===== config.mk =====
export PLATFORM = sky130hd
export DESIGN_NAME = pll_param_search
export DESIGN_NICKNAME = d
export VERILOG_FILES = /design/src/rtl/pll_search_pkg.sv /design/src/rtl/pll_search_div.sv /design/src/rtl/pll_search_clamp.sv /design/src/rtl/pll_search_best.sv /design/src/rtl/pll_param_search.sv
export SDC_FILE = /design/constraint.sdc
export NUM_CORES = 2
export LEC_CHECK = 0
export BUFFER_PORTS_ARGS = -buffer_cell sky130_fd_sc_hd__buf_2
export CAP_MARGIN = 20
export CORE_MARGIN = 3
export CORE_UTILIZATION = 35
export CTS_CLUSTER_SIZE = 14
export DETAILED_ROUTE_END_ITERATION = 8
export PLACE_DENSITY_LB_ADDON = 0.05
export SLEW_MARGIN = 20
export SYNTH_ARGS = -nofsm -noshare
export SYNTH_HDL_FRONTEND = slang
export SYNTH_SLANG_ARGS = --single-unit

===== constraint.sdc =====
create_clock -name clk -period 8.4 [get_ports clk]
set_input_delay 0.42 -clock clk [delete_from_list [all_inputs] [get_ports clk]]
set_output_delay 0.42 -clock clk [all_outputs]
set_load 0.005 [all_outputs]

===== src/rtl/pll_search_pkg.sv =====
package pll_search_pkg;

    typedef enum logic [4:0] {
        S_IDLE,
        S_SRC,
        S_MLO,
        S_MHI,
        S_MCHK,
        S_PFD,
        S_NLO,
        S_NHI,
        S_NCHK,
        S_EINIT,
        S_ECHK,
        S_SEV,
        S_RND,
        S_OUT,
        S_CMP,
        S_DONE
    } srch_state_t;

    localparam int unsigned NUM_REFS = 3;
    localparam int unsigned SRC_W    = 2;

    typedef logic [SRC_W-1:0] src_idx_t;

endpackage


===== src/rtl/pll_search_div.sv =====
module pll_search_div #(
    parameter int unsigned W = 32
) (
    input  logic         clk,
    input  logic         rst_n,
    input  logic         go,
    input  logic [W-1:0] dividend,
    input  logic [W-1:0] divisor,
    output logic         busy,
    output logic         done,
    output logic [W-1:0] quotient
);
    localparam int unsigned CNT_W = $clog2(W + 1);

    logic [W-1:0]     quo_q;
    logic [W-1:0]     rem_q;
    logic [W-1:0]     dsr_q;
    logic [W-1:0]     dvd_q;
    logic [CNT_W-1:0] cnt_q;
    logic             busy_q;
    logic             done_q;
    logic [W:0]       trial;

    assign trial = {rem_q, quo_q[W-1]} - {1'b0, dsr_q};

    always_ff @(posedge clk or negedge rst_n) begin
        if (!rst_n) begin
            quo_q  <= '0;
            rem_q  <= '0;
            dsr_q  <= '0;
            dvd_q  <= '0;
            cnt_q  <= '0;
            busy_q <= 1'b0;
            done_q <= 1'b0;
        end else begin
            done_q <= 1'b0;
            if (go && !busy_q) begin
                quo_q  <= dividend;
                rem_q  <= '0;
                dsr_q  <= divisor;
                dvd_q  <= dividend;
                cnt_q  <= CNT_W'(W);
                busy_q <= 1'b1;
            end else if (busy_q) begin
                if (!trial[W]) begin
                    rem_q <= trial[W-1:0];
                    quo_q <= {quo_q[W-2:0], 1'b1};
                end else begin
                    rem_q <= {rem_q[W-2:0], quo_q[W-1]};
                    quo_q <= {quo_q[W-2:0], 1'b0};
                end
                cnt_q <= cnt_q - 1'b1;
                if (cnt_q == CNT_W'(1)) begin
                    busy_q <= 1'b0;
                    done_q <= 1'b1;
                end
            end
        end
    end

    assign busy     = busy_q;
    assign done     = done_q;
    assign quotient = quo_q;

    // every quotient handed back satisfies the division identity
    p_div_identity_r6: assert property (@(posedge clk) disable iff (!rst_n)
        done_q |-> ((({{W{1'b0}}, quo_q} * {{W{1'b0}}, dsr_q}) + {{W{1'b0}}, rem_q})
                    == {{W{1'b0}}, dvd_q}) && (rem_q < dsr_q));

endmodule


===== src/rtl/pll_search_clamp.sv =====
module pll_search_clamp #(
    parameter int unsigned W      = 32,
    parameter longint      LO_EXT = 64'd5_000_000,
    parameter longint      LO_STD = 64'd31_000_000,
    parameter longint      HI     = 64'd148_500_000
) (
    input  logic [W-1:0] raw_freq,
    input  logic         wide,
    output logic [W-1:0] clamped
);
    localparam logic [W-1:0] LO_EXT_W = LO_EXT[W-1:0];
    localparam logic [W-1:0] LO_STD_W = LO_STD[W-1:0];
    localparam logic [W-1:0] HI_W     = HI[W-1:0];

    logic [W-1:0] floor_sel;

    always_comb begin
        floor_sel = wide ? LO_EXT_W : LO_STD_W;
        if (raw_freq < floor_sel)
            clamped = floor_sel;
        else if (raw_freq > HI_W)
            clamped = HI_W;
        else
            clamped = raw_freq;
    end

endmodule


===== src/rtl/pll_search_best.sv =====
module pll_search_best
    import pll_search_pkg::*;
#(
    parameter int unsigned W   = 32,
    parameter int unsigned M_W = 4,
    parameter int unsigned N_W = 7,
    parameter int unsigned E_W = 2
) (
    input  logic           clk,
    input  logic           rst_n,
    input  logic           init,
    input  logic           eval,
    input  logic [M_W-1:0] cand_m,
    input  logic [N_W-1:0] cand_n,
    input  logic [E_W-1:0] cand_e,
    input  logic [W-1:0]   cand_div,
    input  src_idx_t       cand_src,
    input  logic [W-1:0]   cand_err,
    output logic           better,
    output logic           found,
    output logic [M_W-1:0] best_m,
    output logic [N_W-1:0] best_n,
    output logic [E_W-1:0] best_e,
    output logic [W-1:0]   best_div,
    output src_idx_t       best_src,
    output logic [W-1:0]   best_err
);
    assign better = cand_err < best_err;

    always_ff @(posedge clk or negedge rst_n) begin
        if (!rst_n) begin
            found    <= 1'b0;
            best_m   <= '0;
            best_n   <= '0;
            best_e   <= '0;
            best_div <= '0;
            best_src <= '0;
            best_err <= '1;
        end else if (init) begin
            found    <= 1'b0;
            best_m   <= '0;
            best_n   <= '0;
            best_e   <= '0;
            best_div <= '0;
            best_src <= '0;
            best_err <= '1;
        end else if (eval && better) begin
            found    <= 1'b1;
            best_m   <= cand_m;
            best_n   <= cand_n;
            best_e   <= cand_e;
            best_div <= cand_div;
            best_src <= cand_src;
            best_err <= cand_err;
        end
    end

    // within a search the stored error never grows
    p_err_monotone_r7: assert property (@(posedge clk) disable iff (!rst_n)
        !init |=> best_err <= $past(best_err));

endmodule


===== src/rtl/pll_param_search.sv =====
module pll_param_search
    import pll_search_pkg::*;
#(
    parameter int unsigned W          = 32,
    parameter longint      FIN_MIN    = 64'd12_000_000,
    parameter longint      FIN_MAX    = 64'd192_000_000,
    parameter longint      PFD_MIN    = 64'd12_000_000,
    parameter longint      PFD_MAX    = 64'd24_000_000,
    parameter longint      VCO_MIN    = 64'd900_000_000,
    parameter longint      VCO_MAX    = 64'd1_800_000_000,
    parameter longint      E0_MAX     = 64'd1_039_500_000,
    parameter longint      TGT_LO_EXT = 64'd5_000_000,
    parameter longint      TGT_LO     = 64'd31_000_000,
    parameter longint      TGT_HI     = 64'd148_500_000,
    parameter int unsigned M_LIM      = 8,
    parameter int unsigned N_LO       = 60,
    parameter int unsigned N_HI       = 120,
    parameter int unsigned E_CNT      = 3,
    parameter int unsigned BIT_DIV    = 7,
    localparam int unsigned M_W       = $clog2(M_LIM + 2),
    localparam int unsigned N_W       = $clog2(N_HI + 1),
    localparam int unsigned E_W       = $clog2(E_CNT + 1)
) (
    input  logic           clk,
    input  logic           rst_n,
    input  logic           start,
    input  logic [W-1:0]   target_freq,
    input  logic           wide_range,
    input  logic           dot_only,
    input  logic [W-1:0]   ref0_freq,
    input  logic [W-1:0]   ref1_freq,
    input  logic [W-1:0]   ref2_freq,
    input  logic [2:0]     ref_valid,
    output logic           busy,
    output logic           done,
    output logic           no_solution,
    output logic [1:0]     sel_src,
    output logic [M_W-1:0] sel_m,
    output logic [N_W-1:0] sel_n,
    output logic [E_W-1:0] sel_e,
    output logic [W-1:0]   sel_div,
    output logic [W-1:0]   sel_err
);
    localparam logic [W-1:0]   FIN_MIN_W  = FIN_MIN[W-1:0];
    localparam logic [W-1:0]   FIN_MAX_W  = FIN_MAX[W-1:0];
    localparam logic [W-1:0]   PFD_MIN_W  = PFD_MIN[W-1:0];
    localparam logic [W-1:0]   PFD_MAX_W  = PFD_MAX[W-1:0];
    localparam logic [W-1:0]   VCO_MIN_W  = VCO_MIN[W-1:0];
    localparam logic [W-1:0]   VCO_MAX_W  = VCO_MAX[W-1:0];
    localparam logic [W-1:0]   E0_MAX_W   = E0_MAX[W-1:0];
    localparam logic [W-1:0]   TGT_LO_X_W = TGT_LO_EXT[W-1:0];
    localparam logic [W-1:0]   TGT_HI_W   = TGT_HI[W-1:0];
    localparam logic [W-1:0]   M_LIM_W    = W'(M_LIM);
    localparam logic [W-1:0]   N_LO_W     = W'(N_LO);
    localparam logic [W-1:0]   N_HI_W     = W'(N_HI);
    localparam logic [W-1:0]   BIT_DIV_W  = W'(BIT_DIV);
    localparam logic [E_W-1:0] E_END      = E_W'(E_CNT);
    localparam src_idx_t       SRC_END    = SRC_W'(NUM_REFS);

    srch_state_t state_q, state_d;

    logic [W-1:0]   tgt_q, fin_q, fpfd_q, fvco_q, fout_q, div_q, err_q;
    logic [M_W-1:0] m_q, m_top_q;
    logic [N_W-1:0] n_q, n_top_q;
    logic [E_W-1:0] e_q;
    src_idx_t       src_q;
    logic           dot_q, done_q, waiting_q;

    logic [W-1:0]   tgt_clamped, cur_ref;
    logic           cur_ok, is_div;
    logic [W-1:0]   dvd, dsr, quo;
    logic           div_go, div_busy, div_done;
    logic           init_best, eval_best, better, found;
    logic [W-1:0]   best_div, best_err;
    logic [M_W-1:0] best_m;
    logic [N_W-1:0] best_n;
    logic [E_W-1:0] best_e;
    src_idx_t       best_src;
    logic [W-1:0]   shifted;

    pll_search_clamp #(
        .W(W), .LO_EXT(TGT_LO_EXT), .LO_STD(TGT_LO), .HI(TGT_HI)
    ) u_clamp (
        .raw_freq(target_freq),
        .wide    (wide_range),
        .clamped (tgt_clamped)
    );

    always_comb begin
        unique case (src_q)
            2'd0:    cur_ref = ref0_freq;
            2'd1:    cur_ref = ref1_freq;
            2'd2:    cur_ref = ref2_freq;
            default: cur_ref = '0;
        endcase
    end

    assign cur_ok  = (src_q != SRC_END) && ref_valid[src_q] &&
                     (cur_ref >= FIN_MIN_W) && (cur_ref <= FIN_MAX_W);
    assign shifted = fvco_q >> e_q;

    // divider operand selection
    always_comb begin
        is_div = 1'b1;
        dvd    = '0;
        dsr    = W'(1);
        unique case (state_q)
            S_MLO: begin dvd = fin_q + PFD_MAX_W - W'(1);    dsr = PFD_MAX_W; end
            S_MHI: begin dvd = fin_q;                        dsr = PFD_MIN_W; end
            S_PFD: begin dvd = fin_q;                        dsr = W'(m_q);   end
            S_NLO: begin dvd = VCO_MIN_W + fpfd_q - W'(1);   dsr = fpfd_q;    end
            S_NHI: begin dvd = VCO_MAX_W;                    dsr = fpfd_q;    end
            S_SEV: begin dvd = shifted;                      dsr = BIT_DIV_W; end
            S_RND: begin dvd = fout_q + (tgt_q >> 1);        dsr = tgt_q;     end
            S_OUT: begin dvd = fout_q;                       dsr = div_q;     end
            default: is_div = 1'b0;
        endcase
    end

    assign div_go = is_div && !waiting_q && !div_busy;

    pll_search_div #(.W(W)) u_div (
        .clk     (clk),
        .rst_n   (rst_n),
        .go      (div_go),
        .dividend(dvd),
        .divisor (dsr),
        .busy    (div_busy),
        .done    (div_done),
        .quotient(quo)
    );

    assign init_best = (state_q == S_IDLE) && start;
    assign eval_best = (state_q == S_CMP);

    pll_search_best #(.W(W), .M_W(M_W), .N_W(N_W), .E_W(E_W)) u_best (
        .clk     (clk),
        .rst_n   (rst_n),
        .init    (init_best),
        .eval    (eval_best),
        .cand_m  (m_q),
        .cand_n  (n_q),
        .cand_e  (e_q),
        .cand_div(div_q),
        .cand_src(src_q),
        .cand_err(err_q),
        .better  (better),
        .found   (found),
        .best_m  (best_m),
        .best_n  (best_n),
        .best_e  (best_e),
        .best_div(best_div),
        .best_src(best_src),
        .best_err(best_err)
    );

    // state register
    always_ff @(posedge clk or negedge rst_n) begin
        if (!rst_n) state_q <= S_IDLE;
        else        state_q <= state_d;
    end

    // next state
    always_comb begin
        state_d = state_q;
        unique case (state_q)
            S_IDLE:  if (start) state_d = S_SRC;
            S_SRC: begin
                if (src_q == SRC_END) state_d = S_DONE;
                else if (cur_ok)      state_d = S_MLO;
            end
            S_MLO:   if (div_done) state_d = S_MHI;
            S_MHI:   if (div_done) state_d = S_MCHK;
            S_MCHK:  state_d = (m_q > m_top_q) ? S_SRC : S_PFD;
            S_PFD:   if (div_done) state_d = S_NLO;
            S_NLO:   if (div_done) state_d = S_NHI;
            S_NHI:   if (div_done) state_d = S_NCHK;
            S_NCHK:  state_d = (n_q >= n_top_q) ? S_MCHK : S_EINIT;
            S_EINIT: state_d = S_ECHK;
            S_ECHK: begin
                if (e_q == E_END) state_d = S_NCHK;
                else if (dot_q)   state_d = S_RND;
                else              state_d = S_SEV;
            end
            S_SEV:   if (div_done) state_d = S_RND;
            S_RND:   if (div_done) state_d = S_OUT;
            S_OUT:   if (div_done) state_d = S_CMP;
            S_CMP:   state_d = (better && err_q == '0) ? S_DONE : S_ECHK;
            S_DONE:  state_d = S_IDLE;
            default: state_d = S_IDLE;
        endcase
    end

    // datapath registers
    always_ff @(posedge clk or negedge rst_n) begin
        if (!rst_n) begin
            tgt_q     <= '0;
            fin_q     <= '0;
            fpfd_q    <= '0;
            fvco_q    <= '0;
            fout_q    <= '0;
            div_q     <= '0;
            err_q     <= '0;
            m_q       <= '0;
            m_top_q   <= '0;
            n_q       <= '0;
            n_top_q   <= '0;
            e_q       <= '0;
            src_q     <= '0;
            dot_q     <= 1'b0;
            done_q    <= 1'b0;
            waiting_q <= 1'b0;
        end else begin
            if (div_go)        waiting_q <= 1'b1;
            else if (div_done) waiting_q <= 1'b0;
            unique case (state_q)
                S_IDLE: if (start) begin
                    tgt_q  <= tgt_clamped;
                    dot_q  <= dot_only;
                    src_q  <= '0;
                    done_q <= 1'b0;
                end
                S_SRC: if (src_q != SRC_END) begin
                    if (cur_ok) fin_q <= cur_ref;
                    else        src_q <= src_q + 1'b1;
                end
                S_MLO: if (div_done)
                    m_q <= (quo == '0) ? M_W'(1) :
                           (quo > M_LIM_W) ? M_W'(M_LIM + 1) : quo[M_W-1:0];
                S_MHI: if (div_done)
                    m_top_q <= (quo > M_LIM_W) ? M_W'(M_LIM) : quo[M_W-1:0];
                S_MCHK: if (m_q > m_top_q) src_q <= src_q + 1'b1;
                S_PFD: if (div_done) fpfd_q <= quo;
                S_NLO: if (div_done)
                    n_q <= (quo < N_LO_W) ? N_W'(N_LO) :
                           (quo > N_HI_W) ? N_W'(N_HI) : quo[N_W-1:0];
                S_NHI: if (div_done)
                    n_top_q <= (quo > N_HI_W) ? N_W'(N_HI) : quo[N_W-1:0];
                S_NCHK: begin
                    if (n_q >= n_top_q) m_q <= m_q + 1'b1;
                    else fvco_q <= fpfd_q * W'(n_q);
                end
                S_EINIT: e_q <= (fvco_q > E0_MAX_W) ? E_W'(1) : E_W'(0);
                S_ECHK: begin
                    if (e_q == E_END) n_q <= n_q + 1'b1;
                    else if (dot_q)   fout_q <= shifted;
                end
                S_SEV: if (div_done) fout_q <= quo;
                S_RND: if (div_done) div_q <= (quo == '0) ? W'(1) : quo;
                S_OUT: if (div_done)
                    err_q <= (quo >= tgt_q) ? (quo - tgt_q) : (tgt_q - quo);
                S_CMP:  e_q <= e_q + 1'b1;
                S_DONE: done_q <= 1'b1;
                default: ;
            endcase
        end
    end

    // outputs
    always_comb begin
        busy        = (state_q != S_IDLE);
        done        = done_q;
        no_solution = done_q && !found;
        sel_src     = best_src;
        sel_m       = best_m;
        sel_n       = best_n;
        sel_e       = best_e;
        sel_div     = best_div;
        sel_err     = best_err;
    end

    // a start seen during a search leaves the latched request untouched
    p_start_ignored_r12: assert property (@(posedge clk) disable iff (!rst_n)
        (busy && start) |=> ($stable(tgt_q) && $stable(dot_q)));

    // the latched target always lies inside the widest legal window
    p_tgt_window_r10: assert property (@(posedge clk) disable iff (!rst_n)
        busy |-> (tgt_q >= TGT_LO_X_W && tgt_q <= TGT_HI_W));

    // the comparison frequency never drops below its floor
    p_m_window_r2: assert property (@(posedge clk) disable iff (!rst_n)
        (state_q == S_PFD) |-> (m_q != '0 && (W'(m_q) * PFD_MIN_W) <= fin_q));

    // every evaluated VCO frequency lies inside the VCO window
    p_vco_window_r3: assert property (@(posedge clk) disable iff (!rst_n)
        (state_q == S_EINIT) |-> (fvco_q >= VCO_MIN_W && fvco_q < VCO_MAX_W));

    // exponent 0 is never evaluated above the bypass limit
    p_e0_limit_r4: assert property (@(posedge clk) disable iff (!rst_n)
        (state_q == S_ECHK && e_q == '0) |-> (fvco_q <= E0_MAX_W));

    // a reported result has fields within their ranges
    p_fields_range_r2: assert property (@(posedge clk) disable iff (!rst_n)
        (done && !no_solution) |-> (sel_m != '0 && W'(sel_m) <= M_LIM_W &&
            W'(sel_n) >= N_LO_W && W'(sel_n) < N_HI_W &&
            sel_e < E_END && sel_div != '0));

    // an empty search reports the all-ones error
    p_nosol_err_r11: assert property (@(posedge clk) disable iff (!rst_n)
        (done && no_solution) |-> (sel_err == '1));

endmodule


### After elaboration in Yosys (flattened, before gate mapping)

Index checks and enable logic that the tools add are counted.

| word-level totals | value |
|---|---|
| word-level logic and storage cells | 223 |
| register bits | 442 |
| output and inout port bits | 82 |
| input bits | 136 |

| cells by class | value |
|---|---|
| order comparisons | 13 |
| multiply operators | 1 |
| muxes and demuxes | 82 |
| reduce and logical (&&, ||, !) cells | 44 |
| add/subtract/negate cells | 13 |
| eq/ne operators | 38 |
| bitwise gates (word level) | 1 |
| shift operators | 1 |

Operators by type and width:

| cell | count |
|---|---|
| 32-bit 2-to-1 mux | 16 |
| 32-bit case mux with 7 select lines | 2 |
| 32-bit case mux with 3 select lines | 1 |
| 5-bit case mux with 15 select lines | 1 |
| 32-bit zero test | 2 |
| 32-bit less-than comparator | 2 |
| 32-bit case mux with 2 select lines | 1 |
| 32-bit by 1-bit subtractor with 32-bit output, second input constant | 2 |
| 32-bit subtractor | 2 |
| 5-bit 2-to-1 mux | 11 |
| 7-bit 2-to-1 mux | 6 |
| 5-bit by 4-bit equality test with 1-bit output, second input constant | 8 |
| 33-bit by 32-bit subtractor with 33-bit output | 1 |
| 30-bit by 32-bit adder with 32-bit output, first input constant | 1 |
| 32-bit by 25-bit adder with 32-bit output, second input constant | 1 |
| 32-bit by 31-bit adder with 32-bit output | 1 |
| 32-bit by 24-bit >= comparator with 1-bit output, second input constant | 1 |
| 32-bit >= comparator | 1 |
| 32-bit by 28-bit > comparator with 1-bit output, second input constant | 1 |
| 32-bit by 30-bit > comparator with 1-bit output, second input constant | 1 |
| 32-bit by 4-bit > comparator with 1-bit output, second input constant | 1 |
| 32-bit by 7-bit > comparator with 1-bit output, second input constant | 1 |
| 32-bit by 28-bit less-or-equal comparator with 1-bit output, second input constant | 1 |
| 32-bit by 6-bit less-than comparator with 1-bit output, second input constant | 1 |
| other kinds (45) | 127 |

### Depth between registers and ports, before layout

| depth | value |
|---|---|
| word-level depth | 8 |
| gate-level depth with buffers | 21 |
| depth with buffers taken out | 19 |

### Cells and area by module

A second synthesis with hierarchy kept.

| second synthesis, totals | value |
|---|---|
| cell total of the unflattened synthesis | 4501 |
| area total of the unflattened synthesis | 38050.2 um^2 |

Modules (own cells, without submodules):

| module | sequential area each (um^2) | area each (um^2) | instances | cells an instance |
|---|---|---|---|---|
| pll_param_search | 6431.2 | 26300.2 | 1 | 3249 |
| pll_search_div | 2602.5 | 6227.2 | 1 | 699 |
| pll_search_best | 2042.0 | 4713.3 | 1 | 455 |
| pll_search_clamp | 0.0 | 809.5 | 1 | 98 |

### Least setup slack after synthesis

No wires, ideal clock.

| path | value |
|---|---|
| path kind | reg-to-reg |
| start point | register n_q[4] |
| end point | register fvco_q[31] |
| period minus slack after synthesis | 5.025 ns |
| required time | 8.264 ns |
| data arrival time | 4.888 ns |
| cell stages (with the launch flop) | 20 |
| setup slack | 3.375 ns |
| cells stage by stage | dfrtp_1 clkbuf_1 clkbuf_1 and2_1 fa_1 fa_1 fa_1 inv_1 fa_1 inv_1 ha_1 a21oi_1 o21ai_0 a211oi_1 o21ai_0 a31o_2 a211o_1 a21oi_1 xnor2_1 o21ai_0 |

| on the way | value |
|---|---|
| cells in the longest elaborated chain, start to end | 3 |
| elaborated cells on any way between the ends | 4 |
| those cells by class | mul (1); order compare (1); bitwise (1); reduce/logical (1) |

RTL lines:

| what | RTL line | RTL |
|---|---|---|
| from (decl) | pll_param_search.sv:64 | `logic [N_W-1:0] n_q, n_top_q;` |
| from (signal assigned) | pll_param_search.sv:235 | `n_q <= (quo < N_LO_W) ? N_W'(N_LO) :` |
| from (signal assigned) | pll_param_search.sv:245 | `if (e_q == E_END) n_q <= n_q + 1'b1;` |
| branches (longest 3 deep; another with 32-bit by 7-bit multiplier with 32-bit output) | - |  |
| to (signal assigned) | pll_param_search.sv:241 | `else fvco_q <= fpfd_q * W'(n_q);` |
| to (decl) | pll_param_search.sv:62 | `logic [W-1:0] tgt_q, fin_q, fpfd_q, fvco_q, fout_q, div_q, err_q;` |

Parallel ways; which one is timed is not known.
A chain may end at the register's enable or synchronous reset.

### Worst setup path after layout

| path | value |
|---|---|
| start point | register n_q[4] |
| end point | register fvco_q[30] |

Same word-level chain as after synthesis.

==> results.sh <==
export IMPL_grt_setup_unrepaired="false"
export IMPL_drc=2
export IMPL_synth_top_area_cell="dfrtp_1"
export IMPL_required_ps=8880
export IMPL_crit_chain="and2_1, fa_1, fa_1, fa_1, inv_1, fa_1, inv_1, ha_1, a21oi_1, o21ai_0, a21oi_1, a211oi_1, a211oi_1, nand4b_1, a31oi_1, xor2_1, o21ai_0"
export IMPL_die_h_um=331
export IMPL_slowest_delay_ps=1020
export IMPL_synth_edf_count=0
export IMPL_syn_num_nets=5030
export IMPL_power_share_switching_pct=51.1
export IMPL_ys_seq_elements=441
export IMPL_worst_pin_slew_ps=1160
export IMPL_hold_viol=0
export IMPL_dieArea_mm2=0.109
export IMPL_synth_ff_type="dfrtp_1"
export IMPL_crit_path_max_fanout=33
export IMPL_insertion_delay_ps=690
export IMPL_grt_usage_pct=27.1
export IMPL_hold_slack_ps=36.5
export IMPL_synth_warnings=0
export IMPL_clk_path_buf_depth=3
export IMPL_synth_avg_cell_area_um2=8.14
export IMPL_slew_viol_final=0
export IMPL_slew_headroom_pct=22.5
export IMPL_synth_cell_types=92
export IMPL_port_buffer_count=217
export IMPL_fillers=10900
export IMPL_fin_crit_ps=5890
export IMPL_maxCapViolCount=0
export IMPL_drt_iter0_drc=3045
export IMPL_viasPerCell=5.69
export IMPL_violations="DRC"
export IMPL_status="finished, violations left"
export IMPL_end_kind="register"
export IMPL_ioPinCount=218
export IMPL_synth_top_area_share_pct=27.7
export IMPL_die_w_um=331
export IMPL_clock_fmax_mhz=170
export IMPL_synth_area_top_cells="dfrtp_1 28%, ha_1 7.7%, fa_1 7.4%"
export IMPL_cellLeakagePower_nw=18.7
export IMPL_via_count=34400
export IMPL_cp_start_kind="register"
export IMPL_rows=118
export IMPL_numCtsBuffers=57
export IMPL_ys_async_sr_fraction_pct=100
export IMPL_cpMaxStageDelayCell="dfrtp_1"
export IMPL_dp_hpwl_mm=115
export IMPL_power_frac_clock_pct=16.2
export IMPL_gp_routability_congestion=0.926
export IMPL_drt_wl_total_mm=150
export IMPL_power_frac_seq_pct=26.2
export IMPL_grt_first_pass_wirelength_mm=223
export IMPL_coreArea_mm2=0.104
export IMPL_clkTransAtPathRegs_ps=60
export IMPL_grt_max_degree=137
export IMPL_ant_nets=0
export IMPL_fin_crit_sh_pct=70.2
export IMPL_syn_to_final_growth_pct=12.0
export IMPL_cts_setup_buffers=0
export IMPL_first_pass_iters=8
export IMPL_cts_hold_buf=6
export IMPL_min_path_type="in2reg"
export IMPL_setup_tns_ps=0
export IMPL_synth_area_mm2=0.0369
export IMPL_clock_sinks=441
export IMPL_netlist_instances=4530
export IMPL_power_density_mw_per_mm2=383
export IMPL_antenna_found_initial=9
export IMPL_synth_seq_area_share_pct=30.0
export IMPL_critical_path_class="reg2reg"
export IMPL_cts_tree="yes"
export IMPL_register_area_mm2=0.0111
export IMPL_htreeDepth=2
export IMPL_clock_root_buffer="clkbuf_16"
export IMPL_drive_gt1_share_pct=10.6
export IMPL_nets=5111
export IMPL_avgRoutedWirePerCell_um=24.9
export IMPL_irDropWorstVdd_mv=0.205
export IMPL_cts_resized=0
export IMPL_grt_overflow=0
export IMPL_crit_top_cell="fa_1"
export IMPL_initial_core_util_pct=35.4
export IMPL_power_frac_comb_pct=57.6
export IMPL_power_internal_mw=7.75
export IMPL_grt_pass1_vias=33400
export IMPL_arrival_ps=6380
export IMPL_switchingPower_mw=8.09
export IMPL_final_setup_viol_count=0
export IMPL_power_mw=15.8
export IMPL_multiInputGateArea_mm2=0.0236
export IMPL_fin_worst_skew_ps=53.6
==> power by group through the flow <==
stage	clock network, mW	registers [mW]	logic (mW)
after floorplan	0	3.46	6.33
after global placement	0	4.17	9.04
after detailed placement	0	4.16	9.00
after CTS	2.62	4.13	9.05
after global routing	2.71	4.23	10.1
final	2.56	4.15	9.12
==> sequential cells by signal (all words and copies together) (netlist names), 6 cells and up <==
| name | flops |
|---|---|
| u_best.best_err | 32 |
| fvco_q | 32 |
| u_div.cnt_q | 6 |
| u_best.best_div | 32 |
| u_best.best_n | 7 |
| err_q | 32 |
| n_q | 7 |
| u_div.quotient | 32 |
| fpfd_q | 32 |
| div_q | 32 |
| n_top_q | 7 |
| tgt_q | 32 |
| fin_q | 32 |
| u_div.rem_q | 32 |
| fout_q | 32 |
| u_div.dsr_q | 32 |
==> cells in the final DEF, fill, tap and decap left out, types with 24 or more instances in the layout <==
| master | count |
|---|---|
| and3_1 | 25 |
| o21bai_1 | 26 |
| inv_1 | 335 |
| ha_1 | 228 |
| a221oi_1 | 32 |
| mux2_2 | 28 |
| o21ai_0 | 449 |
| nand3_1 | 82 |
| dfrtp_1 | 407 |
| nand4_1 | 48 |
| o22ai_1 | 28 |
| a31oi_1 | 42 |
| nor3_1 | 76 |
| nor2_1 | 334 |
| a222oi_1 | 44 |
| xnor2_1 | 98 |
| and2_1 | 150 |
| buf_2 | 219 |
| nand2b_1 | 26 |
| o211ai_1 | 47 |
| o21a_1 | 28 |
| xor2_1 | 57 |
| a21oi_1 | 325 |
| a22oi_1 | 31 |
| a211oi_1 | 41 |
| dfstp_2 | 32 |
| fa_1 | 136 |
| a21o_1 | 68 |
| mux2i_1 | 37 |
| o31ai_1 | 24 |
| clkbuf_16 | 57 |
| nor2b_1 | 31 |
| buf_4 | 71 |
| nand2_1 | 603 |
| nor4_1 | 34 |
==> per-stage QoR <==
step | worst slack (ps) | std cells | utilization [%] | area [µm²]
2_1_floorplan | 3380 | 4530 | - | 36900
3_3_place_gp | 2590 | 5923 | 37.8 | 39300
3_5_place_dp | 2550 | 5926 | 37.8 | 39300
4_1_cts | 2500 | 6038 | 39.7 | 41300
5_1_grt | 2110 | 6039 | 39.7 | 41300
6_report | 2510 | 6041 | 39.7 | 41300
==> cell usage after synthesis (28+ instances only) <==
library cell  count
nand2_1         607
o21ai_0         450
dfrtp_1         409
nor2_1          340
inv_1           335
a21oi_1         325
clkbuf_1        241
ha_1            228
and2_1          151
fa_1            136
xnor2_1          98
nand3_1          83
nor3_1           79
a21o_1           68
xor2_1           57
nand4_1          48
o211ai_1         47
a222oi_1         44
a211oi_1         42
a31oi_1          42
mux2i_1          37
nor4_1           34
a221oi_1         32
dfstp_2          32
a22oi_1          31
nor2b_1          31
mux2_2           28
o21a_1           28
o22ai_1          28
==> area by class of cell <==
class                      instances  area share, %
tap                             1380           4.18
antenna                            3         0.0182
clock buffer                      83           4.00
timing repair buffer             300           4.27
inverter                         337           3.06
sequential                       441           26.8
multi-input combinational       3474           57.0
clock inverter                    23          0.672
==> critical path: cells and delay by family, from the launching register on <==
kind	cells	cell delay, ps
AO/OA/AOI/OAI	7	1630
XOR/XNOR	1	150
adder cells (fa/ha/maj)	5	2380
buffers and inverters	2	90
flip-flops	1	1020
AND/OR/NAND/NOR	2	430
==> path summary, 6_finish.rpt <==
path	from	slack (ps)	to	cells after the start
worst min register to register	u_div.cnt_q[5]$_DFFE_PN0P_	460	u_div.cnt_q[5]$_DFFE_PN0P_	1
worst min-delay path	target_freq[0]	40	tgt_q[0]$_DFFE_PN0P_	2
min in group asynchronous	rst_n	310	u_div.rem_q[21]$_DFFE_PN0P_	2
worst max register to register	n_q[4]$_DFFE_PN0P_	2510	fvco_q[30]$_DFFE_PN0P_	17
max in group asynchronous	rst_n	6140	u_best.best_div[6]$_DFFE_PN0P_	4
worst max-delay path	n_q[4]$_DFFE_PN0P_	2510	fvco_q[30]$_DFFE_PN0P_	17
==> cells by family after synthesis <==
group	Yosys count	synth area share, %
DFF	441	30.0
AOI/OAI and AO/OA	1365	23.4
muxes	87	2.53
and+or+nand+nor	1503	18.8
xor gates and xnor gates	155	3.68
buffers and inverters	615	6.38
adders and majority gates	364	15.1
==> metal layers <==
layer  part of all wire, %  global-route usage, %
met1                    46                   38.7
met2                    44                   42.2
met3                   6.4                   4.37
met4                   2.9                   7.84
met5                0.0073                      0
(Power assumes the default switching activity.)
